--- src/rtl/ep_stat_pkg.sv ---
package ep_stat_pkg;
  localparam int unsigned STAT_OFFS = 0;
  localparam int unsigned EN_OFFS   = 1;

  typedef enum logic [1:0] {
    SEL_NONE = 2'd0,
    SEL_STAT = 2'd1,
    SEL_EN   = 2'd2
  } reg_sel_e;
endpackage

--- src/rtl/ep_addr_dec.sv ---
module ep_addr_dec
  import ep_stat_pkg::*;
#(
  parameter int unsigned ADDR_W = 4
) (
  input  logic [ADDR_W-1:0] addr_i,
  output reg_sel_e          sel_o
);
  always_comb begin
    if (addr_i == ADDR_W'(STAT_OFFS))    sel_o = SEL_STAT;
    else if (addr_i == ADDR_W'(EN_OFFS)) sel_o = SEL_EN;
    else                                 sel_o = SEL_NONE;
  end
endmodule

--- src/rtl/ep_evt_bank.sv ---
module ep_evt_bank #(
  parameter int unsigned NUM_EVT = 4
) (
  input  logic               clk_i,
  input  logic               rst_ni,
  input  logic [NUM_EVT-1:0] set_i,
  input  logic [NUM_EVT-1:0] clr_i,
  output logic [NUM_EVT-1:0] flags_o
);
  for (genvar i = 0; i < NUM_EVT; i++) begin : g_flag
    logic flag_q;
    always_ff @(posedge clk_i or negedge rst_ni) begin
      if (!rst_ni)       flag_q <= 1'b0;
      else if (set_i[i]) flag_q <= 1'b1;  // set beats clear
      else if (clr_i[i]) flag_q <= 1'b0;
    end
    assign flags_o[i] = flag_q;
  end
endmodule

--- src/rtl/ep_arm_ctrl.sv ---
module ep_arm_ctrl #(
  parameter int unsigned TAG_W = 4
) (
  input  logic             clk_i,
  input  logic             rst_ni,
  input  logic             wr_i,
  input  logic             wr_arm_i,
  input  logic [TAG_W-1:0] wr_tag_i,
  input  logic             hw_clr_i,
  output logic             arm_o,
  output logic [TAG_W-1:0] tag_o
);
  logic             arm_q;
  logic [TAG_W-1:0] tag_q;
  logic             tag_ok;

  assign tag_ok = (wr_tag_i == tag_q);

  always_ff @(posedge clk_i or negedge rst_ni) begin
    if (!rst_ni) begin
      arm_q <= 1'b0;
      tag_q <= '0;
    end else if (hw_clr_i) begin
      arm_q <= 1'b0;
      tag_q <= tag_q + TAG_W'(1);
    end else if (wr_i) begin
      if (!wr_arm_i)   arm_q <= 1'b0;
      else if (tag_ok) arm_q <= 1'b1;
      // stale tag: keep arm_q
    end
  end

  assign arm_o = arm_q;
  assign tag_o = tag_q;
endmodule

--- src/rtl/ep_irq_gen.sv ---
module ep_irq_gen #(
  parameter int unsigned NUM_EVT = 4
) (
  input  logic               clk_i,
  input  logic               rst_ni,
  input  logic [NUM_EVT-1:0] flags_i,
  input  logic [NUM_EVT-1:0] en_i,
  output logic               irq_o
);
  logic irq_q;
  always_ff @(posedge clk_i or negedge rst_ni) begin
    if (!rst_ni) irq_q <= 1'b0;
    else         irq_q <= |(flags_i & en_i);
  end
  assign irq_o = irq_q;
endmodule

--- src/rtl/ep_status_reg.sv ---
module ep_status_reg
  import ep_stat_pkg::*;
#(
  parameter int unsigned DATA_W  = 16,
  parameter int unsigned ADDR_W  = 4,
  parameter int unsigned NUM_EVT = 4,
  parameter int unsigned TAG_W   = 4
) (
  input  logic               clk_i,
  input  logic               rst_ni,
  input  logic [ADDR_W-1:0]  addr_i,
  input  logic               we_i,
  input  logic [DATA_W-1:0]  wdata_i,
  output logic [DATA_W-1:0]  rdata_o,
  input  logic               tx_done_i,
  input  logic [NUM_EVT-2:0] evt_i,
  output logic               irq_o
);
  localparam int unsigned ARM_BIT = NUM_EVT;
  localparam int unsigned TAG_LSB = NUM_EVT + 1;
  localparam int unsigned USED_W  = TAG_LSB + TAG_W;

  reg_sel_e           sel;
  logic               wr_stat, wr_en;
  logic [NUM_EVT-1:0] flags_q, en_q, clr_vec;
  logic               arm_q;
  logic [TAG_W-1:0]   tag_q;
  logic [DATA_W-1:0]  stat_word, en_word;
  logic               unused_wdata;

  ep_addr_dec #(.ADDR_W(ADDR_W)) u_dec (
    .addr_i (addr_i),
    .sel_o  (sel)
  );

  assign wr_stat = we_i && (sel == SEL_STAT);
  assign wr_en   = we_i && (sel == SEL_EN);
  assign clr_vec = wr_stat ? wdata_i[NUM_EVT-1:0] : '0;

  ep_evt_bank #(.NUM_EVT(NUM_EVT)) u_evt (
    .clk_i   (clk_i),
    .rst_ni  (rst_ni),
    .set_i   ({evt_i, tx_done_i}),
    .clr_i   (clr_vec),
    .flags_o (flags_q)
  );

  ep_arm_ctrl #(.TAG_W(TAG_W)) u_arm (
    .clk_i    (clk_i),
    .rst_ni   (rst_ni),
    .wr_i     (wr_stat),
    .wr_arm_i (wdata_i[ARM_BIT]),
    .wr_tag_i (wdata_i[TAG_LSB +: TAG_W]),
    .hw_clr_i (tx_done_i),
    .arm_o    (arm_q),
    .tag_o    (tag_q)
  );

  always_ff @(posedge clk_i or negedge rst_ni) begin
    if (!rst_ni)    en_q <= '0;
    else if (wr_en) en_q <= wdata_i[NUM_EVT-1:0];
  end

  ep_irq_gen #(.NUM_EVT(NUM_EVT)) u_irq (
    .clk_i   (clk_i),
    .rst_ni  (rst_ni),
    .flags_i (flags_q),
    .en_i    (en_q),
    .irq_o   (irq_o)
  );

  always_comb begin
    stat_word                      = '0;
    stat_word[NUM_EVT-1:0]         = flags_q;
    stat_word[ARM_BIT]             = arm_q;
    stat_word[TAG_LSB +: TAG_W]    = tag_q;
    en_word                        = '0;
    en_word[NUM_EVT-1:0]           = en_q;
  end

  always_comb begin
    unique case (sel)
      SEL_STAT: rdata_o = stat_word;
      SEL_EN:   rdata_o = en_word;
      default:  rdata_o = '0;
    endcase
  end

  assign unused_wdata = ^wdata_i[DATA_W-1:USED_W];
endmodule

--- config.mk ---
export PLATFORM = sky130hd
export DESIGN_NAME = ep_status_reg
export DESIGN_NICKNAME = d
export VERILOG_FILES = /design/src/rtl/ep_stat_pkg.sv /design/src/rtl/ep_addr_dec.sv /design/src/rtl/ep_evt_bank.sv /design/src/rtl/ep_arm_ctrl.sv /design/src/rtl/ep_irq_gen.sv /design/src/rtl/ep_status_reg.sv
export SDC_FILE = /design/constraint.sdc
export NUM_CORES = 1
export LEC_CHECK = 0
export ABC_AREA = 0
export BUFFER_PORTS_ARGS = -buffer_cell sky130_fd_sc_hd__buf_2
export CAP_MARGIN = 20
export CELL_PAD_IN_SITES_DETAIL_PLACEMENT = 1
export CELL_PAD_IN_SITES_GLOBAL_PLACEMENT = 1
export CORE_MARGIN = 2
export CORE_UTILIZATION = 32
export DETAILED_ROUTE_END_ITERATION = 6
export HOLD_SLACK_MARGIN = 0.06
export PLACE_DENSITY_LB_ADDON = 0.15
export SLEW_MARGIN = 30
export SYNTH_ARGS = -nofsm -noshare
export SYNTH_HDL_FRONTEND = slang
export SYNTH_SLANG_ARGS = --single-unit
export TNS_END_PERCENT = 100
--- constraint.sdc ---
create_clock -name clk_i -period 1.35 [get_ports clk_i]
set_input_delay 0.2025 -clock clk_i [delete_from_list [all_inputs] [get_ports clk_i]]
set_output_delay 0.2025 -clock clk_i [all_outputs]
set_load 0.02 [all_outputs]
==> summary.txt, run 1 <==
maximum vdd drop - 0.000863 V
slack of the critical path - 0.0765 ns
Die X - 54.6 um
async set-reset flop share out of synthesis - 100%
RePlAce Congestion - 0.641
Die Area - 0.00298 mm2
Finished Layout Cells - 145
adder-cell share of the synthesized area - 1.53%
fmax - 0.785 GHz
min-delay src - evt_i[1]
DP Worst Slack - -0.0305 ns
worst hold stages - 2
total CTS buffers - 3
R2R cell count - 3
PD cells - 1230 mW/mm2
fin area - 0.00110 mm2
yosys warns - 0
Flop pwr share - 46.3%
largest family of logic cells by synthesized area - simple AND/OR/NAND/NOR gates
synth unique cells - 26
Area Growth Syn to Fin - 34.2%
total gr overflow - 0
CTS root buffer - clkbuf_4
vias per inst - 4.59
Diodes inserted - 0
register area share after synthesis - 42.7%
DRC viols - 0
Switching Share - 30.7%
Max FO, Critical Path - 3
Logic pwr share - 31.6%
Synth Area in XOR/XNOR - 7.48%
dominant synthesized flop cell - dfrtp_1
max-cap violations - 0
outcome - finished, final reports clean
placed cell count - 137
CP startpoint - u_evt.g_flag[0].flag_q
post-synth design cell area - 820 um2
CTS sink cnt - 14
clk_skew - 0.00668 ns
cell-internal power - 0.940 mW
post-DR wirelength/cell - 12.2 um
First-pass DRT Iterations - 2
core area - 0.00245 mm2
mux cell area share after synthesis - 13.6%
Final Core Density - 44.8%
I/O Pins - 44
Clk pwr share - 22.1%
via count - 665
Worst Path Required - 1.15 ns
Die Ht - 54.6 um
startpoint types - register
Tot GR Track Use - 13.9%
Avg Synthesized Cell Area - 11.1 um2
clock latency on the worst-skew pair - 0.28 ns
largest area contributor in the netlist - dfrtp_1
worst hold path type - in2reg
Lkg Pwr - 0.558 nW
compound-gate portion of the synthesized area - 7.48%
CTS H-tree lvls - 1
layout cells sized above 1 - 45.2%
first-pass GRT wire length - 2890 um
switching pwr - 0.417 mW
crit-path cells - mux2i_1 -> nor2_1 -> buf_4
Final Max Tran Viols - 0
final setup vio count - 0
kind of critical path - reg2out
most common cell in the netlist - dfrtp_1
Critical Path AT - 1.07 ns
period utilization - 94.3%
Longest Clk Path Bufs - 2
Clock Pin Slew Worst Setup and Hold Paths - 0.09 ns
pin count of the biggest net entering global routing - 15
worst r2r src - u_arm.tag_o[0]
CTS tree - yes
DP HPWL - 1440 um
Post-DP Area - 0.00102 mm2
Hold Fails Final Rpt - 0
Starting Density - 33.4%
initial antenna violation count - 0
number of enable flip-flop cells after synthesis - 0
input/output buffers - 29
routed wire length - 1770 um
cell at the slowest stage of the critical path - dfrtp_1
Filler Cell Count - 304
FP Rows - 18
simple logic cell fraction of the synthesized area - 18.3%
Iteration-0 DRC Markers - 4
Final Net Count - 144
Crit. End Element - output pin
fin crit period - 1.27 ns
Synth top area share - 42.7%
Antenna Nets Post-Route - 0
Synth area leaders - dfrtp_1 43%, mux2_4 7.3%, buf_4 6.4%
Synth top cells by count - 14 x dfrtp_1, 7 x buf_4, 5 x and2_1, 5 x nor2_1
Syn Inst Count - 74
#FFs+latches synth - 14
vias in the first global route - 654
Largest stage delay, worst path - 0.41 ns
==> cell type report <==
class / instances / area, um2 / share of cell area (%)
clock buffers: 4 / 36.3 / 3.30
inverters: 2 / 7.51 / 0.683
multi-input cells: 55 / 433 / 39.4
flip-flops and latches: 14 / 350 / 31.9
well taps: 30 / 37.5 / 3.41
repair buffers: 40 / 235 / 21.4
==> placed cells by master, fill, tap and decap left out, drive strengths merged <==
cell / synthesis / final
buf: 8 / 39
dfrtp: 14 / 14
conb: 1 / 7
and2: 5 / 5
nor2: 5 / 5
mux2: 5 / 5
mux2i: 4 / 4
xnor2: 4 / 4
nand3: 4 / 4
a21o: 4 / 4
clkbuf: 1 / 4
xor2: 3 / 3
a22oi: 2 / 2
nand2: 2 / 2
nand4: 2 / 2
inv: 2 / 2
nor4: 1 / 1
or3: 1 / 1
nor3b: 1 / 1
nand3b: 1 / 1
or4: 1 / 1
a311oi: 1 / 1
o21bai: 1 / 1
ha: 1 / 1
dlygate4sd3: 0 / 1
==> critical path: cells and delay by family, from the launching register on <==
| family | cells | cell delay [ns] |
|---|---|---|
| flops | 1 | 0.41 |
| buf+inv | 1 | 0.15 |
| mux | 1 | 0.16 |
| simple gates | 1 | 0.07 |
==> cells by family after synthesis <==
group	after synthesis
AO/OA/AOI/OAI	8
XOR/XNOR	7
adder cells (fa/ha/maj)	1
buffers and inverters	11
flip-flops	14
multiplexers	9
other	1
AND/OR/NAND/NOR	23
==> power groups by stage <==
stage	Combinational, mW	Clock, mW	Sequential, mW
floorplan	0.279	0	0.622
global placement	0.391	0	0.630
detailed placement	0.398	0	0.634
CTS	0.430	0.311	0.624
global route	0.472	0.340	0.646
finish	0.428	0.300	0.628
==> routing by layer <==
| layer | up-vias | part of all wire, % | GRT usage (%) |
|---|---|---|---|
| li1 | 328 | - | - |
| met1 | 311 | 45 | 16.2 |
| met2 | 24 | 48 | 23.4 |
| met3 | 2 | 5.7 | 5.74 |
| met4 | 0 | 0.68 | 3.75 |
| met5 | - | 0 | 0 |
==> flip-flops by register name (all words and copies together), names as in the netlist <==
| name | cells |
|---|---|
| en_q | 4 |
| u_arm.tag_o | 4 |
| u_evt.g_flag.flag_q | 4 |
| u_arm.arm_o | 1 |
| u_irq.irq_o | 1 |
==> repair_timing <==
item                       CTS  global route
hold buffers                 1             0
setup endpoints to repair    3             6
hold endpoints to repair    14             0
gates resized for setup      2             2
buffers inserted             1             3
==> stage by stage <==
step	hold WS, ns	total power, mW	setup TNS (ns)
after floorplan	-0.0931	0.902	0
after global placement	0.123	1.02	-0.00450
after detailed placement	0.123	1.03	-0.0305
after CTS	0.0940	1.36	0
after global routing	0.0811	1.46	-0.0501
final	0.0982	1.36	0
==> final timing paths <==
path	end	slack (ns)
setup / recovery	rdata_o[0]	0.08
hold / removal	u_evt.g_flag[2].flag_q	0.1
setup reg to reg	u_arm.arm_o	0.08
hold reg to reg	u_arm.tag_o[3]	0.51
max in group asynchronous	en_q[3]	0.76
min in group asynchronous	u_arm.arm_o	0.34
(Power assumes the default switching activity.)
==> run 2, diff against run 1 <==
- ABC_AREA: 0 -> 1
- CORE_UTILIZATION: 32 -> 30
==> run 2 against run 1 <==
  * Critical path depth is the same
  * Utilization shrank 5.8 points
  * Total power decreased by 0.21%
  * First-iteration DRC count up 25%
  * Clock power is 7.0% higher
  * Sequential share of layout area increased by 1.4 points
  * Final area fell by 4.0%
  * Maximum frequency rose by 0.77%
  * Largest power group unchanged
  * Highest routed layer unchanged
==> summary.txt, run 2 <==
Iteration-0 DRC Markers - 5 (+1)
Die X - 57.0 um (+4.4%)
Starting Density - 31.1% (-2.3 points)
I/O Pins - 44 (unchanged)
Avg Synthesized Cell Area - 7.46 um2 (-33%)
async set-reset flop share out of synthesis - 100% (unchanged)
Max FO, Critical Path - 5 (+2)
DP HPWL - 1510 um (+4.2%)
Fin Hold WS - 0.101 ns (+0.00298 ns)
Longest Clk Path Bufs - 2 (unchanged)
Post-DP Area - 1000 um2 (-1.6%)
post-synth design cell area - 843 um2 (+2.9%)
fin area - 0.00106 mm2 (-4.0%)
Setup TNS - 0 ns (unchanged)
maximum vdd drop - 0.000640 V (-26%)
Syn Inst Count - 113 (+53%)
clk_skew - 0.00147 ns (-0.00522 ns)
Worst Path Required - 1.15 ns (about the same)
largest area contributor in the netlist - dfrtp_1
Lkg Pwr - 0.629 nW (+13%)
period utilization - 93.6% (-0.73 points)
Post-CTS Setup Inserts - 0 (-1)
Diodes inserted - 0 (unchanged)
Final Max Tran Viols - 0 (unchanged)
post-DR wirelength/cell - 10.6 um (-13%)
Antenna Nets Post-Route - 0 (unchanged)
First-pass DRT Iterations - 2 (unchanged)
register area share after synthesis - 41.5% (-1.2 points)
Synth top area share - 41.5% (-1.2 points)
core area - 0.00271 mm2 (+10%)
initial antenna violation count - 0 (unchanged)
FP Rows - 19 (+1)
startpoint types - register
Area Growth Syn to Fin - 25.2%
input/output buffers - 29 (unchanged)
RePlAce Congestion - 0.734 (+14%)
dominant synthesized flop cell - dfrtp_1
Tot GR Track Use - 13.4% (-0.56 points)
Synth area leaders - dfrtp_1 42%, nand2_1 11%, inv_1 9.3%
most frequent cells in the layout - 28 x buf_2, 24 x nand2_1, 21 x inv_1
CTS H-tree lvls - 1 (unchanged)
CTS sink cnt - 14 (unchanged)
most common cell in the netlist - nand2_1
Crit. End Element - output pin
#FFs+latches synth - 14 (unchanged)
R2R cell count - 9 (+6)
PD cells - 1280 mW/mm2 (+3.9%)
Die Ht - 57.0 um (+4.4%)
fin crit period - 1.26 ns (-0.00979 ns)
Critical Path AT - 1.06 ns (about the same)
kind of critical path - reg2out
layout cells sized above 1 - 32.2% (-13 points)
number of enable flip-flop cells after synthesis - 0 (unchanged)
total CTS buffers - 3 (unchanged)
worst hold path type - in2reg
first-pass GRT wire length - 3370 um (+16%)
worst hold stages - 2 (unchanged)
Power Total - 1.35 mW (-0.21%)
max-cap violations - 0 (unchanged)
Synth top cells by count - 24 x nand2_1, 21 x inv_1, 14 x dfrtp_1
RSZ-0062 raised after global routing - no
via count - 778 (+17%)
DP Worst Slack - 0.103 ns (+0.133 ns)
final setup vio count - 0 (unchanged)
vias per inst - 4.40 (-4.2%)
most common cell after layout, fill and taps aside - buf_2
total gr overflow - 0 (unchanged)
outcome - finished, final reports clean
vias in the first global route - 803 (+23%)
pin count of the biggest net entering global routing - 15 (unchanged)
Die Area - 0.00325 mm2 (+9.0%)
fmax - 0.791 GHz (+0.77%)
CTS root buffer - clkbuf_4
clock latency on the worst-skew pair - 0.29 ns (about the same)
yosys warns - 0 (unchanged)
Hold Fails Final Rpt - 0 (unchanged)
synth unique cells - 21 (-19%)
Clock Pin Slew Worst Setup and Hold Paths - 0.09 ns (about the same)
slack of the critical path - 0.0863 ns (+0.00979 ns)
DRC viols - 0 (unchanged)
CTS tree - yes
routed wire length - 1880 um (+6.3%)
Final Net Count - 175 (+22%)
## run 2: cell count changes after synthesis, moves of 4 or more
cell	delta
xnor2_1	-4
and2_1	-5
o21ai_1	+5
nor2_1	+6
o22ai_1	+4
a21o_1	-4
mux2i_1	-4
inv_1	+19
mux2_4	-4
nand2_1	+22
## run 2: power breakdown
| part | switching [mW] | internal (mW) |
|---|---|---|
| sequential | 0.0961 | 0.523 |
| combinational | 0.247 | 0.167 |
| clock | 0.157 | 0.164 |
| total | 0.499 | 0.854 |
## run 2: metal layers
metal / global-route usage [%] / vias to the layer above / share of wire [%]
met2: 23.0 / 20 / 50
met4: 6.98 / 0 / 2.1
met1: 16.1 / 359 / 43
li1: - / 394 / -
met3: 2.04 / 5 / 5.0
met5: 0 / - / 0
## run 2: kinds of logic after synthesis
group / Yosys count / share of synthesized area (%)
simple gates: 46 / 24.9
buf+inv: 32 / 17.5
compound gates: 16 / 11.0
flops: 14 / 41.5
xor+xnor: 3 / 3.12
fa+ha+maj: 1 / 1.48
other cells: 1 / 0.445
## run 2: final timing paths
| check | slack [ns] | to | startpoint |
|---|---|---|---|
| worst min register to register | 0.50 | en_q[3] | en_q[3] |
| worst max-delay path | 0.09 | rdata_o[5] | u_arm.tag_o[0] |
| max in group asynchronous | 0.77 | u_arm.tag_o[2] | rst_ni |
| min in group asynchronous | 0.32 | en_q[1] | rst_ni |
| worst max register to register | 0.25 | u_arm.arm_o | u_arm.tag_o[0] |
| worst min-delay path | 0.10 | u_evt.g_flag[2].flag_q | evt_i[1] |
## run 2: timing repair
| item | CTS | global route |
|---|---|---|
| endpoints found under the hold margin | 14 | 0 |
| setup endpoints to repair | 0 | 2 |
| hold buffers | 1 | 0 |
| resized for setup | 0 | 3 |
## run 2: final cells by class
| cell class | instances | area [um2] |
|---|---|---|
| Tap cell | 31 | 38.8 |
| Inverter | 24 | 90.1 |
| Timing Repair Buffer | 31 | 165 |
| Multi-Input combinational cell | 73 | 374 |
| Clock buffer | 4 | 36.3 |
| Fill cell | 369 | 1650 |
| Sequential cell | 14 | 352 |
## run 2: critical path, cell delays in order (launching register included)
cell and delay [ns]:
dfrtp_1 0.46, inv_2 0.05, nor2_1 0.09, buf_2 0.17
## run 2: stage by stage
step	util, %	std cells
finish	39.0	177
global placement	36.9	172
detailed placement	36.9	172
global route	39.0	177
floorplan	-	119
CTS	38.6	177
